**src/rtl/kpd_pkg.sv**
```systemverilog
package kpd_pkg;

    // command codes (wire protocol, fixed by the host software)
    localparam logic [7:0] CMD_ID_RD    = 8'h80;
    localparam logic [7:0] CMD_CFG_WR   = 8'h81;
    localparam logic [7:0] CMD_ST_RD    = 8'h82;
    localparam logic [7:0] CMD_SOFT_RST = 8'h83;
    localparam logic [7:0] CMD_PULL_WR  = 8'h84;
    localparam logic [7:0] CMD_DIR_WR   = 8'h85;
    localparam logic [7:0] CMD_OUT_WR   = 8'h86;
    localparam logic [7:0] CMD_DIR_RD   = 8'h87;
    localparam logic [7:0] CMD_OUT_RD   = 8'h88;
    localparam logic [7:0] CMD_Q_POP    = 8'h89;
    localparam logic [7:0] CMD_Q_PEEK   = 8'h8A;
    localparam logic [7:0] CMD_ACT_WR   = 8'h8B;
    localparam logic [7:0] CMD_ERR_RD   = 8'h8C;
    localparam logic [7:0] CMD_ROT_RD   = 8'h8E;
    localparam logic [7:0] CMD_DBN_WR   = 8'h8F;
    localparam logic [7:0] CMD_SIZE_WR  = 8'h90;
    localparam logic [7:0] CMD_SIZE_RD  = 8'h91;
    localparam logic [7:0] CMD_CFG_RD   = 8'h92;
    localparam logic [7:0] CMD_CLK_WR   = 8'h93;
    localparam logic [7:0] CMD_CLK_RD   = 8'h94;
    localparam logic [7:0] CMD_PWM_LD   = 8'h95;
    localparam logic [7:0] CMD_PWM_GO   = 8'h96;
    localparam logic [7:0] CMD_PWM_HALT = 8'h97;
    localparam logic [7:0] CMD_DONE     = 8'hFF;

    // status and error bit positions
    localparam int ST_KEY    = 0;
    localparam int ST_ERR    = 3;
    localparam int ST_NOINIT = 4;
    localparam int ST_PWM0   = 5;
    localparam int ER_PARAM  = 0;
    localparam int ER_UNK    = 1;
    localparam int ER_FIFO   = 6;

    // reset values
    localparam logic [7:0] DEF_CFG    = 8'h80;
    localparam logic [7:0] DEF_STATUS = 8'h10;
    localparam logic [7:0] DEF_ACT    = 8'd125;
    localparam logic [7:0] DEF_DBN    = 8'd3;
    localparam logic [7:0] DEF_SIZE   = 8'h33;
    localparam logic [7:0] DEF_CLK    = 8'h08;
    localparam logic [7:0] SOFT_KEY   = 8'hAA;
    localparam logic [7:0] ID_LO      = 8'h00;
    localparam logic [7:0] ID_HI      = 8'h04;

    typedef struct packed {
        logic [7:0] cmd;
        logic [7:0] cnt;
        logic       wr;
    } kpd_seq_t;

    typedef struct packed {
        logic [7:0]  cfg;
        logic [7:0]  status;
        logic [7:0]  err;
        logic [7:0]  act;
        logic [7:0]  dbn;
        logic [7:0]  size;
        logic [7:0]  clk;
        logic [15:0] pull;
        logic [15:0] dir;
        logic [15:0] outv;
        logic [7:0]  faddr;
        logic [15:0] fword;
        logic [7:0]  rd_data;
        logic        rd_ack;
        logic        pwm_ld;
        logic        pwm_go;
        logic        pwm_halt;
        logic [1:0]  pwm_chan;
        logic [5:0]  pwm_addr;
    } kpd_regs_t;

endpackage

```
**src/rtl/kpd_seq.sv**
```systemverilog
module kpd_seq
    import kpd_pkg::*;
(
    input  logic       clk,
    input  logic       rst_n,
    input  logic       txn_start_i,
    input  logic       txn_write_i,
    input  logic       wr_valid_i,
    input  logic [7:0] wr_byte_i,
    input  logic       rd_req_i,
    input  logic       done_i,
    output logic [7:0] cmd_o,
    output logic [7:0] idx_o,
    output logic       prm_valid_o,
    output logic       rd_valid_o
);

    localparam logic [7:0] CNT_SAT = 8'hFF;

    kpd_seq_t seq_d, seq_q;

    assign cmd_o       = seq_q.cmd;
    assign idx_o       = seq_q.wr ? (seq_q.cnt - 8'd1) : seq_q.cnt;
    assign prm_valid_o = !txn_start_i && wr_valid_i && seq_q.wr && (seq_q.cnt != 8'd0);
    assign rd_valid_o  = !txn_start_i && rd_req_i && !seq_q.wr;

    always_comb begin
        seq_d = seq_q;
        if (txn_start_i) begin
            seq_d.cnt = 8'd0;
            seq_d.wr  = txn_write_i;
        end else if (wr_valid_i && seq_q.wr) begin
            if (seq_q.cnt == 8'd0) begin
                seq_d.cmd = wr_byte_i;
            end else if (done_i) begin
                seq_d.cmd = CMD_DONE;
            end
            if (seq_q.cnt != CNT_SAT) begin
                seq_d.cnt = seq_q.cnt + 8'd1;
            end
        end else if (rd_req_i && !seq_q.wr) begin
            if (seq_q.cnt != CNT_SAT) begin
                seq_d.cnt = seq_q.cnt + 8'd1;
            end
        end
    end

    always_ff @(posedge clk or negedge rst_n) begin
        if (!rst_n) begin
            seq_q <= '{cmd: CMD_DONE, cnt: 8'd0, wr: 1'b0};
        end else begin
            seq_q <= seq_d;
        end
    end

    AST_CMD_RETIRES: assert property (@(posedge clk) disable iff (!rst_n)
        done_i |=> (seq_q.cmd == CMD_DONE));

endmodule

```
**src/rtl/kpd_key_fifo.sv**
```systemverilog
module kpd_key_fifo #(
    parameter int DEPTH = 16
) (
    input  logic                  clk,
    input  logic                  rst_n,
    input  logic                  push_i,
    input  logic [7:0]            data_i,
    input  logic                  pop_i,
    input  logic                  flush_i,
    input  logic [7:0]            peek_off_i,
    output logic [$clog2(DEPTH):0] cnt_o,
    output logic                  full_o,
    output logic [7:0]            head_o,
    output logic [7:0]            peek_o
);

    localparam int AW = (DEPTH > 1) ? $clog2(DEPTH) : 1;
    localparam int CW = $clog2(DEPTH) + 1;
    localparam int SW = (CW > 8) ? CW + 1 : 9;

    typedef struct packed {
        logic [DEPTH-1:0][7:0] mem;
        logic [AW-1:0]         rp;
        logic [AW-1:0]         wp;
        logic [CW-1:0]         cnt;
    } fifo_t;

    fifo_t f_d, f_q;

    function automatic logic [AW-1:0] bump(input logic [AW-1:0] p);
        return (32'(p) == DEPTH - 1) ? '0 : p + 1'b1;
    endfunction

    logic [SW-1:0] peek_sum;
    logic [SW-1:0] peek_idx;

    assign cnt_o  = f_q.cnt;
    assign full_o = (32'(f_q.cnt) == DEPTH);
    assign head_o = f_q.mem[f_q.rp];

    always_comb begin
        peek_sum = SW'(f_q.rp) + SW'(peek_off_i);
        peek_idx = (32'(peek_sum) >= DEPTH) ? peek_sum - SW'(DEPTH) : peek_sum;
        if (SW'(peek_off_i) < SW'(f_q.cnt)) begin
            peek_o = f_q.mem[peek_idx[AW-1:0]];
        end else begin
            peek_o = 8'h00;
        end
    end

    always_comb begin
        f_d = f_q;
        if (flush_i) begin
            f_d.rp  = '0;
            f_d.wp  = '0;
            f_d.cnt = '0;
        end else begin
            if (pop_i && f_q.cnt != '0) begin
                f_d.rp = bump(f_q.rp);
            end
            if (push_i && !full_o) begin
                f_d.mem[f_q.wp] = data_i;
                f_d.wp          = bump(f_q.wp);
            end
            f_d.cnt = f_q.cnt + CW'(push_i && !full_o) - CW'(pop_i && f_q.cnt != '0);
        end
    end

    always_ff @(posedge clk or negedge rst_n) begin
        if (!rst_n) begin
            f_q <= '0;
        end else begin
            f_q <= f_d;
        end
    end

    AST_FIFO_BOUND: assert property (@(posedge clk) disable iff (!rst_n)
        32'(f_q.cnt) <= DEPTH);
    AST_NO_PUSH_FULL: assert property (@(posedge clk) disable iff (!rst_n)
        (push_i && !flush_i) |-> !full_o);

endmodule

```
**src/rtl/kpd_regs.sv**
```systemverilog
module kpd_regs
    import kpd_pkg::*;
#(
    parameter int FIFO_DEPTH   = 16,
    parameter int ROW_MIN      = 3,
    parameter int ROW_MAX      = 12,
    parameter int COL_MIN      = 3,
    parameter int COL_MAX      = 8,
    parameter int PWM_ADDR_MAX = 59
) (
    input  logic                        clk,
    input  logic                        rst_n,
    input  logic [7:0]                  cmd_i,
    input  logic [7:0]                  idx_i,
    input  logic                        prm_valid_i,
    input  logic [7:0]                  prm_byte_i,
    input  logic                        rd_valid_i,
    input  logic                        key_valid_i,
    input  logic [7:0]                  key_byte_i,
    input  logic [2:0]                  pwm_end_i,
    input  logic [$clog2(FIFO_DEPTH):0] fifo_cnt_i,
    input  logic                        fifo_full_i,
    input  logic [7:0]                  fifo_head_i,
    input  logic [7:0]                  fifo_peek_i,
    output logic                        done_o,
    output logic                        fifo_push_o,
    output logic                        fifo_pop_o,
    output logic                        fifo_flush_o,
    output kpd_regs_t                   regs_o,
    output logic                        irq_n_o
);

    localparam kpd_regs_t RESET_VAL = '{
        cfg: DEF_CFG, status: DEF_STATUS, act: DEF_ACT, dbn: DEF_DBN,
        size: DEF_SIZE, clk: DEF_CLK, default: '0};

    kpd_regs_t r_d, r_q;

    logic [7:0] set_err;
    logic       clr_st;
    logic       soft_rst;
    logic       key_drop;
    logic       key_set;
    logic [7:0] v;

    function automatic logic size_bad(input logic [7:0] s);
        return (int'(s[3:0]) < ROW_MIN) || (int'(s[3:0]) > ROW_MAX) ||
               (int'(s[7:4]) < COL_MIN) || (int'(s[7:4]) > COL_MAX);
    endfunction

    function automatic logic pwm_bad(input logic [7:0] s);
        return (s[1:0] == 2'b00) || (int'(s[7:2]) > PWM_ADDR_MAX);
    endfunction

    function automatic logic [7:0] pick16(input logic [15:0] w, input logic [7:0] i);
        return (i == 8'd0) ? w[7:0] : (i == 8'd1) ? w[15:8] : 8'h00;
    endfunction

    assign v        = prm_byte_i;
    assign regs_o   = r_q;
    assign irq_n_o  = (r_q.status == 8'h00);
    assign key_drop = r_q.status[ST_ERR] && r_q.err[ER_FIFO];

    // parameter bytes: one command step per byte
    always_comb begin
        r_d          = r_q;
        r_d.rd_ack   = 1'b0;
        r_d.pwm_ld   = 1'b0;
        r_d.pwm_go   = 1'b0;
        r_d.pwm_halt = 1'b0;
        set_err      = 8'h00;
        clr_st       = 1'b0;
        soft_rst     = 1'b0;
        done_o       = 1'b0;
        fifo_flush_o = 1'b0;
        fifo_pop_o   = 1'b0;
        fifo_push_o  = 1'b0;
        key_set      = 1'b0;

        if (prm_valid_i) begin
            case (cmd_i)
                CMD_CFG_WR: begin
                    r_d.cfg      = v;
                    clr_st       = 1'b1;
                    fifo_flush_o = 1'b1;
                    done_o       = 1'b1;
                end
                CMD_SOFT_RST: begin
                    done_o = 1'b1;
                    if (v == SOFT_KEY) soft_rst = 1'b1;
                    else               set_err[ER_PARAM] = 1'b1;
                end
                CMD_PULL_WR, CMD_DIR_WR, CMD_OUT_WR: begin
                    if (idx_i == 8'd0) begin
                        if (cmd_i == CMD_PULL_WR) r_d.pull = {8'h00, v};
                        if (cmd_i == CMD_DIR_WR)  r_d.dir  = {8'h00, v};
                        if (cmd_i == CMD_OUT_WR)  r_d.outv = {8'h00, v};
                    end else begin
                        if (cmd_i == CMD_PULL_WR) r_d.pull = r_q.pull | {v, 8'h00};
                        if (cmd_i == CMD_DIR_WR)  r_d.dir  = r_q.dir  | {v, 8'h00};
                        if (cmd_i == CMD_OUT_WR)  r_d.outv = r_q.outv | {v, 8'h00};
                        done_o = 1'b1;
                    end
                end
                CMD_ACT_WR: begin
                    r_d.act = v;
                    done_o  = 1'b1;
                end
                CMD_DBN_WR: begin
                    r_d.dbn = v;
                    done_o  = 1'b1;
                    if (v == 8'h00) set_err[ER_PARAM] = 1'b1;
                end
                CMD_SIZE_WR: begin
                    r_d.size = v;
                    done_o   = 1'b1;
                    if (size_bad(v)) set_err[ER_PARAM] = 1'b1;
                end
                CMD_CLK_WR: begin
                    r_d.clk = v;
                    done_o  = 1'b1;
                    if (v[1] ^ v[0]) set_err[ER_PARAM] = 1'b1;
                end
                CMD_PWM_LD: begin
                    if (idx_i == 8'd0) begin
                        if (pwm_bad(v)) begin
                            set_err[ER_PARAM] = 1'b1;
                            done_o            = 1'b1;
                        end else begin
                            r_d.faddr = v;
                            r_d.fword = 16'h0000;
                        end
                    end else if (idx_i == 8'd1) begin
                        r_d.fword = r_q.fword | {v, 8'h00};
                    end else begin
                        r_d.fword    = r_q.fword | {8'h00, v};
                        r_d.pwm_ld   = 1'b1;
                        r_d.pwm_chan = r_q.faddr[1:0];
                        r_d.pwm_addr = r_q.faddr[7:2];
                        done_o       = 1'b1;
                    end
                end
                CMD_PWM_GO: begin
                    done_o = 1'b1;
                    if (pwm_bad(v)) begin
                        set_err[ER_PARAM] = 1'b1;
                    end else begin
                        r_d.pwm_go   = 1'b1;
                        r_d.pwm_chan = v[1:0];
                        r_d.pwm_addr = v[7:2];
                    end
                end
                CMD_PWM_HALT: begin
                    done_o = 1'b1;
                    if (v[1:0] == 2'b00) begin
                        set_err[ER_PARAM] = 1'b1;
                    end else begin
                        r_d.pwm_halt = 1'b1;
                        r_d.pwm_chan = v[1:0];
                    end
                end
                CMD_DONE: set_err[ER_PARAM] = 1'b1;
                default:  set_err[ER_UNK]   = 1'b1;
            endcase
        end

        // read bytes
        if (rd_valid_i) begin
            r_d.rd_ack = 1'b1;
            case (cmd_i)
                CMD_ID_RD:   r_d.rd_data = (idx_i == 8'd0) ? ID_LO : (idx_i == 8'd1) ? ID_HI : 8'h00;
                CMD_ST_RD: begin
                    r_d.rd_data = (idx_i == 8'd0) ? r_q.status : 8'h00;
                    clr_st      = !r_q.status[ST_NOINIT];
                end
                CMD_DIR_RD:  r_d.rd_data = pick16(r_q.dir, idx_i);
                CMD_OUT_RD:  r_d.rd_data = pick16(r_q.outv, idx_i);
                CMD_ERR_RD:  r_d.rd_data = r_q.err;
                CMD_ROT_RD:  r_d.rd_data = 8'h00;
                CMD_SIZE_RD: r_d.rd_data = r_q.size;
                CMD_CFG_RD:  r_d.rd_data = {4'h0, r_q.cfg[3:0]};
                CMD_CLK_RD:  r_d.rd_data = {r_q.clk[7:2], 2'b10};
                CMD_Q_POP: begin
                    if (fifo_cnt_i != '0) begin
                        r_d.rd_data = fifo_head_i;
                        fifo_pop_o  = 1'b1;
                    end else begin
                        r_d.rd_data = 8'h00;
                    end
                end
                CMD_Q_PEEK:  r_d.rd_data = fifo_peek_i;
                default: begin
                    r_d.rd_data     = 8'h00;
                    set_err[ER_UNK] = 1'b1;
                end
            endcase
        end

        // key events from the scan side
        if (key_valid_i && !key_drop) begin
            if (fifo_full_i) begin
                set_err[ER_FIFO] = 1'b1;
            end else if (!fifo_flush_o) begin
                fifo_push_o = 1'b1;
                key_set     = 1'b1;
            end
        end

        // soft reset restores the setting registers
        if (soft_rst) begin
            r_d.cfg  = DEF_CFG;
            r_d.act  = DEF_ACT;
            r_d.dbn  = DEF_DBN;
            r_d.size = DEF_SIZE;
            r_d.clk  = DEF_CLK;
        end

        // status merge: base, then sources of new flags
        if (soft_rst)    r_d.status = DEF_STATUS;
        else if (clr_st) r_d.status = 8'h00;
        else             r_d.status = r_q.status;
        r_d.status[ST_PWM0 +: 3] = r_d.status[ST_PWM0 +: 3] | pwm_end_i;
        if (key_set)          r_d.status[ST_KEY] = 1'b1;
        if (set_err != 8'h00) r_d.status[ST_ERR] = 1'b1;
        r_d.err = r_q.err | set_err;
    end

    always_ff @(posedge clk or negedge rst_n) begin
        if (!rst_n) begin
            r_q <= RESET_VAL;
        end else begin
            r_q <= r_d;
        end
    end

    AST_ERR_STICKY: assert property (@(posedge clk) disable iff (!rst_n)
        (r_q.err & $past(r_q.err)) == $past(r_q.err));
    AST_ERR_RAISES_ST: assert property (@(posedge clk) disable iff (!rst_n)
        (r_q.err != $past(r_q.err)) |-> r_q.status[ST_ERR]);
    AST_NOINIT_KEPT: assert property (@(posedge clk) disable iff (!rst_n)
        (rd_valid_i && cmd_i == CMD_ST_RD && r_q.status[ST_NOINIT]) |=> r_q.status[ST_NOINIT]);
    AST_PWM_CHAN_VALID: assert property (@(posedge clk) disable iff (!rst_n)
        (r_q.pwm_go || r_q.pwm_halt || r_q.pwm_ld) |-> (r_q.pwm_chan != 2'b00));
    AST_ONE_PWM_PULSE: assert property (@(posedge clk) disable iff (!rst_n)
        $onehot0({r_q.pwm_go, r_q.pwm_halt, r_q.pwm_ld}));

endmodule

```
**src/rtl/kpd_cmd_regs.sv**
```systemverilog
module kpd_cmd_regs
    import kpd_pkg::*;
#(
    parameter int FIFO_DEPTH   = 16,
    parameter int ROW_MIN      = 3,
    parameter int ROW_MAX      = 12,
    parameter int COL_MIN      = 3,
    parameter int COL_MAX      = 8,
    parameter int PWM_ADDR_MAX = 59
) (
    input  logic        clk,
    input  logic        rst_n,
    input  logic        txn_start,
    input  logic        txn_write,
    input  logic        wr_valid,
    input  logic [7:0]  wr_byte,
    input  logic        rd_req,
    output logic [7:0]  rd_byte,
    output logic        rd_ack,
    input  logic        key_valid,
    input  logic [6:0]  key_code,
    input  logic        key_down,
    input  logic [2:0]  pwm_end,
    output logic        irq_n,
    output logic [7:0]  cfg_word,
    output logic [7:0]  act_time,
    output logic [7:0]  debounce,
    output logic [7:0]  key_size,
    output logic [7:0]  clk_word,
    output logic [15:0] gpio_pull,
    output logic [15:0] gpio_dir,
    output logic [15:0] gpio_out,
    output logic        pwm_load,
    output logic        pwm_start,
    output logic        pwm_stop,
    output logic [1:0]  pwm_chan,
    output logic [5:0]  pwm_addr,
    output logic [15:0] pwm_word
);

    localparam int CW = $clog2(FIFO_DEPTH) + 1;

    logic [7:0]  cmd, idx;
    logic        prm_valid, rd_valid, done;
    logic        f_push, f_pop, f_flush, f_full;
    logic [CW-1:0] f_cnt;
    logic [7:0]  f_head, f_peek;
    kpd_regs_t   regs;

    kpd_seq u_seq (
        .clk         (clk),
        .rst_n       (rst_n),
        .txn_start_i (txn_start),
        .txn_write_i (txn_write),
        .wr_valid_i  (wr_valid),
        .wr_byte_i   (wr_byte),
        .rd_req_i    (rd_req),
        .done_i      (done),
        .cmd_o       (cmd),
        .idx_o       (idx),
        .prm_valid_o (prm_valid),
        .rd_valid_o  (rd_valid)
    );

    kpd_key_fifo #(.DEPTH(FIFO_DEPTH)) u_fifo (
        .clk        (clk),
        .rst_n      (rst_n),
        .push_i     (f_push),
        .data_i     ({key_down, key_code}),
        .pop_i      (f_pop),
        .flush_i    (f_flush),
        .peek_off_i (idx),
        .cnt_o      (f_cnt),
        .full_o     (f_full),
        .head_o     (f_head),
        .peek_o     (f_peek)
    );

    kpd_regs #(
        .FIFO_DEPTH   (FIFO_DEPTH),
        .ROW_MIN      (ROW_MIN),
        .ROW_MAX      (ROW_MAX),
        .COL_MIN      (COL_MIN),
        .COL_MAX      (COL_MAX),
        .PWM_ADDR_MAX (PWM_ADDR_MAX)
    ) u_regs (
        .clk          (clk),
        .rst_n        (rst_n),
        .cmd_i        (cmd),
        .idx_i        (idx),
        .prm_valid_i  (prm_valid),
        .prm_byte_i   (wr_byte),
        .rd_valid_i   (rd_valid),
        .key_valid_i  (key_valid),
        .key_byte_i   ({key_down, key_code}),
        .pwm_end_i    (pwm_end),
        .fifo_cnt_i   (f_cnt),
        .fifo_full_i  (f_full),
        .fifo_head_i  (f_head),
        .fifo_peek_i  (f_peek),
        .done_o       (done),
        .fifo_push_o  (f_push),
        .fifo_pop_o   (f_pop),
        .fifo_flush_o (f_flush),
        .regs_o       (regs),
        .irq_n_o      (irq_n)
    );

    assign rd_byte   = regs.rd_data;
    assign rd_ack    = regs.rd_ack;
    assign cfg_word  = regs.cfg;
    assign act_time  = regs.act;
    assign debounce  = regs.dbn;
    assign key_size  = regs.size;
    assign clk_word  = regs.clk;
    assign gpio_pull = regs.pull;
    assign gpio_dir  = regs.dir;
    assign gpio_out  = regs.outv;
    assign pwm_load  = regs.pwm_ld;
    assign pwm_start = regs.pwm_go;
    assign pwm_stop  = regs.pwm_halt;
    assign pwm_chan  = regs.pwm_chan;
    assign pwm_addr  = regs.pwm_addr;
    assign pwm_word  = regs.fword;

    AST_IRQ_FOLLOWS_ST: assert property (@(posedge clk) disable iff (!rst_n)
        (regs.status != 8'h00) |-> !irq_n);

endmodule

```
**config.mk**
```make
export PLATFORM = sky130hd
export DESIGN_NAME = kpd_cmd_regs
export DESIGN_NICKNAME = d
export VERILOG_FILES = /design/src/rtl/kpd_pkg.sv /design/src/rtl/kpd_seq.sv /design/src/rtl/kpd_key_fifo.sv /design/src/rtl/kpd_regs.sv /design/src/rtl/kpd_cmd_regs.sv
export SDC_FILE = /design/constraint.sdc
export NUM_CORES = 1
export LEC_CHECK = 0
export BUFFER_PORTS_ARGS = -buffer_cell sky130_fd_sc_hd__buf_2
export CORE_MARGIN = 2
export CORE_UTILIZATION = 38
export CTS_BUF_LIST = sky130_fd_sc_hd__clkbuf_4 sky130_fd_sc_hd__clkbuf_8
export DETAILED_ROUTE_END_ITERATION = 12
export SYNTH_ARGS = -nofsm -noshare
export SYNTH_HDL_FRONTEND = slang
export SYNTH_SLANG_ARGS = --single-unit
export TNS_END_PERCENT = 100
```
**constraint.sdc**
```tcl
create_clock -name clk -period 2.94 [get_ports clk]
set_clock_uncertainty 0.05 [all_clocks]
set_input_delay 0.147 -clock clk [delete_from_list [all_inputs] [get_ports clk]]
set_output_delay 0.147 -clock clk [all_outputs]
set_load 0.005 [all_outputs]
```
Word-level counts from Yosys, hierarchy flattened
Index checks and enable logic that the tools add are counted.
- output and inout bits: 125
- register bits after elaboration: 306
- multiplexer cells: 101
- magnitude comparators: 11
- eq/ne operators: 35
- reduce and logical (&&, ||, !) cells: 62
- bitwise logic cells: 11
- add/sub/neg operators: 8
- operator list (operator ; count):
    8-bit two-way mux ; 31
    8-bit equality test (second input constant) ; 25
    128-bit bitwise mux ; 1
    16-bit two-way mux ; 8
    104-bit two-way mux ; 1
    48-bit two-way mux ; 2
    8-bit case mux with 10 select lines ; 1
    8-bit binary-select mux with 4-bit select ; 2
    16-bit bitwise OR ; 4
    24-bit two-way mux ; 2
    1-bit two-way mux ; 37
    8-bit demux with 4-bit select ; 1
    8-bit zero test ; 4
    32-bit two-way mux ; 1
    2-bit nonzero test ; 11
    4-bit two-way mux ; 5
    16-bit by 8-bit bitwise OR with 16-bit output ; 1
    4-bit by 5-bit less-than comparator with 1-bit output (second input constant) ; 3
    3-bit AND reduction ; 5
    3-bit nonzero test ; 5
    13-bit two-way mux ; 1
    13-bit OR reduction ; 1
    1-bit logical AND ; 12
    6-bit case mux with 2 select lines ; 1
    40 further kinds ; 63

Longest topological paths before layout
- word-level depth: 12
- gate-level depth with buffers: 14
- mapped depth without buffers: 13

Hierarchy
Synthesis repeated with hierarchy kept, for this count alone.
- cells, all modules: 1474
- area total of the unflattened synthesis: 16121.7 µm²
- modules (own cells, without submodules) (module ; area each (µm²) ; instances ; cells an instance):
    kpd_key_fifo ; 8161.6 ; 1 ; 644
    kpd_regs ; 6751.5 ; 1 ; 694
    kpd_seq ; 1208.7 ; 1 ; 136

Worst setup path after synthesis
Ideal clock, no wire load.
- path type: flip-flop to flip-flop
- start point: register u_seq.seq_q[0] (netlist name)
- end point: register u_regs.r_q, in the netlist u_regs.regs_o[17]
- stages on the path, launching flop included: 11
- path buffers: 3
- data arrival time: 3.058 ns
- period minus slack after synthesis: 3.235 ns
- required time: 2.763 ns
- setup slack: -0.295 ns
- cells stage by stage: dfrtp_1 > buf_2 > xnor2_1 > inv_1 > ha_1 > clkbuf_1 > clkbuf_1 > mux4_2 > mux2i_1 > mux2_2 > o22ai_1
- longest elaborated chain between the ends: 8
- elaborated cells on any way between the ends: 19
- classes of those cells: add/sub: 2; order compare: 2; eq/ne: 1; mux: 11; reduce/logical: 3
- RTL lines (element ; line ; RTL):
    start, declared ; kpd_seq.sv:20 ; kpd_seq_t seq_d, seq_q;
    start signal, assigned ; kpd_seq.sv:50 ; seq_q <= '{cmd: CMD_DONE, cnt: 8'd0, wr: 1'b0};
    start signal, assigned ; kpd_seq.sv:52 ; seq_q <= seq_d;
    8-bit two-way mux ; kpd_seq.sv:23 ; assign idx_o = seq_q.wr ? (seq_q.cnt - 8'd1) : seq_q.cnt;
    4-bit by 8-bit adder with 9-bit output ; kpd_key_fifo.sv:42 ; peek_sum = SW'(f_q.rp) + SW'(peek_off_i);
    9-bit by 5-bit >= comparator with 1-bit output or 4-bit by 1-bit subtractor with 4-bit output (tied branches) ; kpd_key_fifo.sv:43 ; peek_idx = (32'(peek_sum) >= DEPTH) ? peek_sum - SW'(DEPTH) : peek_sum;
    4-bit two-way mux ; kpd_key_fifo.sv:43 ;
    8-bit binary-select mux with 4-bit select ; kpd_key_fifo.sv:45 ; peek_o = f_q.mem[peek_idx[AW-1:0]];
    8-bit two-way mux (not written as such) ; kpd_key_fifo.sv:45 ;
    8-bit two-way mux ; kpd_key_fifo.sv:44 ; if (SW'(peek_off_i) < SW'(f_q.cnt)) begin
    8-bit case mux with 10 select lines ; kpd_regs.sv:170 ; case (cmd_i)
    end signal, assigned ; kpd_regs.sv:232 ; r_q <= r_d;
    end, declared ; kpd_regs.sv:37 ; kpd_regs_t r_d, r_q;
Several ways; a longest one is shown, not always the timed one. The select of a mux whose other input is x is not followed.
A chain may end at the register's enable or synchronous reset.

Worst setup path in the final report
- start point: register u_seq.seq_q[1] (netlist name)
- end point: register u_fifo.f_q[134] (netlist name)
- longest elaborated chain between the ends: 8
- elaborated cells on any way between the ends: 9
- classes of those cells: mux: 4; bitwise: 1; reduce/logical: 4
- RTL lines (element ; line ; RTL):
    8-bit nonzero test * ; kpd_seq.sv:24 ; assign prm_valid_o = !txn_start_i && wr_valid_i && seq_q.wr && (seq_q.cnt != 8'd0);
    1-bit logical AND * ; kpd_seq.sv:24 ;
    1-bit two-way mux * ; kpd_regs.sv:80 ; if (prm_valid_i) begin
    1-bit two-way mux ; kpd_regs.sv:203 ; end else if (!fifo_flush_o) begin
    1-bit two-way mux ; kpd_regs.sv:201 ; if (fifo_full_i) begin
    1-bit two-way mux ; kpd_regs.sv:200 ; if (key_valid_i && !key_drop) begin
    1-bit logical AND ; kpd_key_fifo.sv:61 ; if (push_i && !full_o) begin
    2-bit AND reduction (no source line) * ; -- ;
    end signal, assigned ; kpd_key_fifo.sv:71 ; f_q <= '0;
    end signal, assigned ; kpd_key_fifo.sv:73 ; f_q <= f_d;
    end, declared ; kpd_key_fifo.sv:28 ; fifo_t f_d, f_q;
Mark *: on every way between the ends. The rest lies on a longest branch, timed or not.

==> flow_summary_export.csv <==
group,metric,value,unit
outcome,outcome,"finished, final reports clean",
detailed_routing,drc_errors,0,
critical_path,critPathKind,"reg -> reg",
finish,fill_cells,4005,
finish,final-seq-area,7516,um^2
floorplanning,initial_utilization,0.3839,
logic_synthesis,ys_seq_area_frac,0.4562,
placed_design,gp_congestion,0.9240,
logic_synthesis,synth-main-ff-cell,"dfrtp_1",
sta,tightest_slew,1184,ps
detailed_routing,first_pass_iters,5,
floorplanning,dieArea,45010,um^2
global_routing,grt_use_met2,0.3570,
finish,multi_input_area,7739,um^2
floorplanning,fp.dieH,212.1,um
detailed_routing,drt_wl_total,47370,um
finish,nets,1600,
cts,cts.path.max_buffers,3,
finish,utilization,0.4487,
global_routing,grt_pass1_vias,11960,
pwr,swShare,0.3134,
sta,slew-limit-headroom,0.2043,
cts,clockRootBuffer,"clkbuf_8",
global_routing,use_met1,0.2798,
logic_synthesis,async_flop_share,1.000,
detailed_routing,avgRoutedWirePerCell,21.75,um
global_routing,grt_max_degree,91,
detailed_routing,first_iter_violations,1108,
detailed_routing,ant_nets,0,
cts,htree_levels,2,
sta,setup_viol,0,
logic_synthesis,ys_ff_latch,299,
placed_design,port_buffers,150,
sta,finalHoldViolations,0,
critical_path,cp.required,3380,ps
pwr,p_leak,9.024,nW
critical_path,arrival,3370,ps
cts,clock_latency,630,ps
sta,final_max_slew_viol_count,0,
floorplanning,core-area,42890,um^2
critical_path,startpoint_type,"flip-flop",
critical_path,ff2ff_setup_slack,6,ps
cts,cts_tree,"built",
sta,setup_tns,0,ps
finish,drive_gt1_frac,0.4306,
global_routing,antenna_found_initial,1,
floorplanning,ios,151,
logic_synthesis,yosysWarnings,0,
floorplanning,die_w,212.1,um
pwr,p_int,9.994,mW
global_routing,grt_overflow,0,
cts,path_clk_slew,50,ps
detailed_routing,num_vias,12000,
pwr,seq_power_share,0.396,
floorplanning,rows,76,
critical_path,cp_max_fo,8,
job,cap_violations,0,
logic_synthesis,syn_nets,1459,
pwr,combPwrFrac,0.312,
sta,hold_slack,22.05,ps
global_routing,grt_use_met3,0.03397,
finish,antennaDiodeCount,0,
detailed_routing,avgViaCountPerCell,5.511,
placed_design,dp.cells,2041,
pwr,ir_worst_vdd,435.0,uV
logic_synthesis,synth_cells,1407,
critical_path,end_kind,"flip-flop",
pwr,p_clk_frac,0.292,
cts,clkSinkCount,299,
finish,syn2layout_area_growth,16.89,%
placed_design,hpwl,33030,um
pwr,switchingPower,4.561,mW
sta,min_period,2934,ps
global_routing,grt_pass1_wl,72280,um
logic_synthesis,yosysUniqueCellTypes,84,
sta,rsz0062_at_grt,"yes",
logic_synthesis,synth_area,16460,um^2
pwr,power_density,756.4,nW/um^2
pwr,p_total,14.56,mW
cts,numCtsBuffers,55,
global_routing,grt-busiest-layer,"met2",
logic_synthesis,synth_edf_count,0,
min_path,hold_class,"in -> async",
global_routing,track_usage,0.2121,
sta,max_freq,340.9,MHz
finish,stdcell_count,2178,
sta,layout_worst_path_cycle_share,0.9979,
logic_synthesis,avgSynthCellArea,11.70,um^2
-- repair_timing --
item | CTS | global route
buffers inserted | 4 | 9
endpoints found under the setup margin | 1 | 107
hold buffers | 22 | 0
endpoints found under the hold margin | 479 | 0
resized for setup | 5 | 17
pin swaps | 2 | 10
-- cell usage after synthesis, drive strengths merged, types with 8 or more instances --
master | count | area share
clkbuf | 57 | 0.013
mux4 | 66 | 0.090
buf | 148 | 0.064
a211oi | 8 | 0.0036
o21ai | 28 | 0.0090
xor2 | 10 | 0.0053
dfrtp | 276 | 0.42
a22o | 12 | 0.0064
nor2b | 16 | 0.0061
mux2 | 184 | 0.13
o22ai | 11 | 0.0042
nand3 | 15 | 0.0049
nand2 | 97 | 0.022
nor2 | 103 | 0.024
or3 | 8 | 0.0033
inv | 18 | 0.0041
a21o | 8 | 0.0036
a22oi | 19 | 0.0087
nor3 | 14 | 0.0052
and2 | 9 | 0.0034
and3 | 9 | 0.0034
o22a | 11 | 0.0059
mux2i | 32 | 0.019
dfstp | 23 | 0.037
o211ai | 12 | 0.0061
a21oi | 81 | 0.025
ha | 24 | 0.018
-- cell type report --
cell class,count,share of cell area
multi-input cells,885,0.4021
flip-flops and latches,299,0.3906
repair buffers,289,0.1031
clock buffers,96,0.06086
well taps,585,0.03804
inverters,18,0.003511
clock inverters,6,0.001756
-- critical path, cell delays in order (launching register included) --
cell and delay (ps):
dfrtp_2 440, inv_1 90, ha_1 150, or3b_2 520
o211ai_2 200, o21ai_2 90, buf_4 190, nor2_1 340
and2_1 240, buf_12 150, mux2_2 330
-- cell families after synthesis --
logic type,Yosys count,synth area share
simple gates,324,0.09941
flops,299,0.4562
mux,282,0.2356
compound gates,235,0.09652
buf+inv,223,0.08117
fa+ha+maj,26,0.02067
xor+xnor,18,0.01041
-- power by group through the flow --
stage	clock network, mW	registers (mW)	logic [mW]
finish	4.24	5.76	4.55
global route	4.56	5.88	4.92
CTS	4.36	5.74	4.41
detailed placement	0	5.80	4.34
global placement	0	5.73	4.24
floorplan	0	5.54	3.15
-- through the flow --
| step | setup WS [ps] | area [um^2] |
|---|---|---|
| 6_report | 6.255 | 19240 |
| 5_1_grt | -124.7 | 19240 |
| 4_1_cts | 22.49 | 19100 |
| 3_5_place_dp | -52.37 | 17630 |
| 3_3_place_gp | -37.63 | 17630 |
| 2_1_floorplan | 2.035 | 16490 |
-- metal layers --
metal	vias to the layer above	share of wire
met5	-	0
met4	0	0.026
met3	78	0.056
met2	419	0.49
met1	6189	0.43
li1	5316	-
-- cells in the final DEF, fill, tap and decap left out, types with 10 or more instances in the layout --
| cell | netlist | layout |
|---|---|---|
| dfrtp_1 | 276 | 274 |
| mux2_2 | 173 | 173 |
| buf_2 | 15 | 149 |
| buf_4 | 122 | 107 |
| nor2_1 | 102 | 101 |
| nand2_1 | 97 | 94 |
| a21oi_1 | 80 | 77 |
| clkbuf_8 | 0 | 72 |
| mux4_2 | 66 | 66 |
| mux2i_1 | 32 | 28 |
| o21ai_0 | 24 | 24 |
| clkbuf_4 | 0 | 24 |
| dfstp_2 | 23 | 23 |
| dlygate4sd3_1 | 0 | 22 |
| ha_1 | 24 | 20 |
| a22oi_1 | 19 | 19 |
| nor2b_1 | 16 | 16 |
| inv_1 | 18 | 15 |
| nand3_1 | 14 | 14 |
| nor3_1 | 12 | 12 |
| a22o_1 | 12 | 12 |
| o22a_1 | 11 | 11 |
| o22ai_1 | 11 | 11 |
| mux2_1 | 11 | 11 |
| o211ai_1 | 10 | 10 |
| xor2_1 | 10 | 10 |
| buf_12 | 0 | 10 |
-- flip-flops by register name (all words and copies together) (netlist names) --
name	cells
u_seq.seq_q	9
u_fifo.f_q	136
u_seq.cmd_o	8
u_fifo.cnt_o	5
u_regs.regs_o	141
-- final timing paths --
| check | startpoint | to | cells after the start |
|---|---|---|---|
| setup / recovery | u_seq.seq_q[1] | u_fifo.f_q[134] | 10 |
| hold / removal | rst_n | u_regs.regs_o[117] | 2 |
| setup reg to reg | u_seq.seq_q[1] | u_fifo.f_q[134] | 10 |
| hold reg to reg | u_regs.regs_o[124] | u_regs.regs_o[124] | 1 |
| max in group asynchronous | rst_n | u_regs.regs_o[50] | 3 |
| min in group clk | rd_req | u_seq.seq_q[1] | 4 |
No activity file was read; power rests on OpenSTA's default activity.
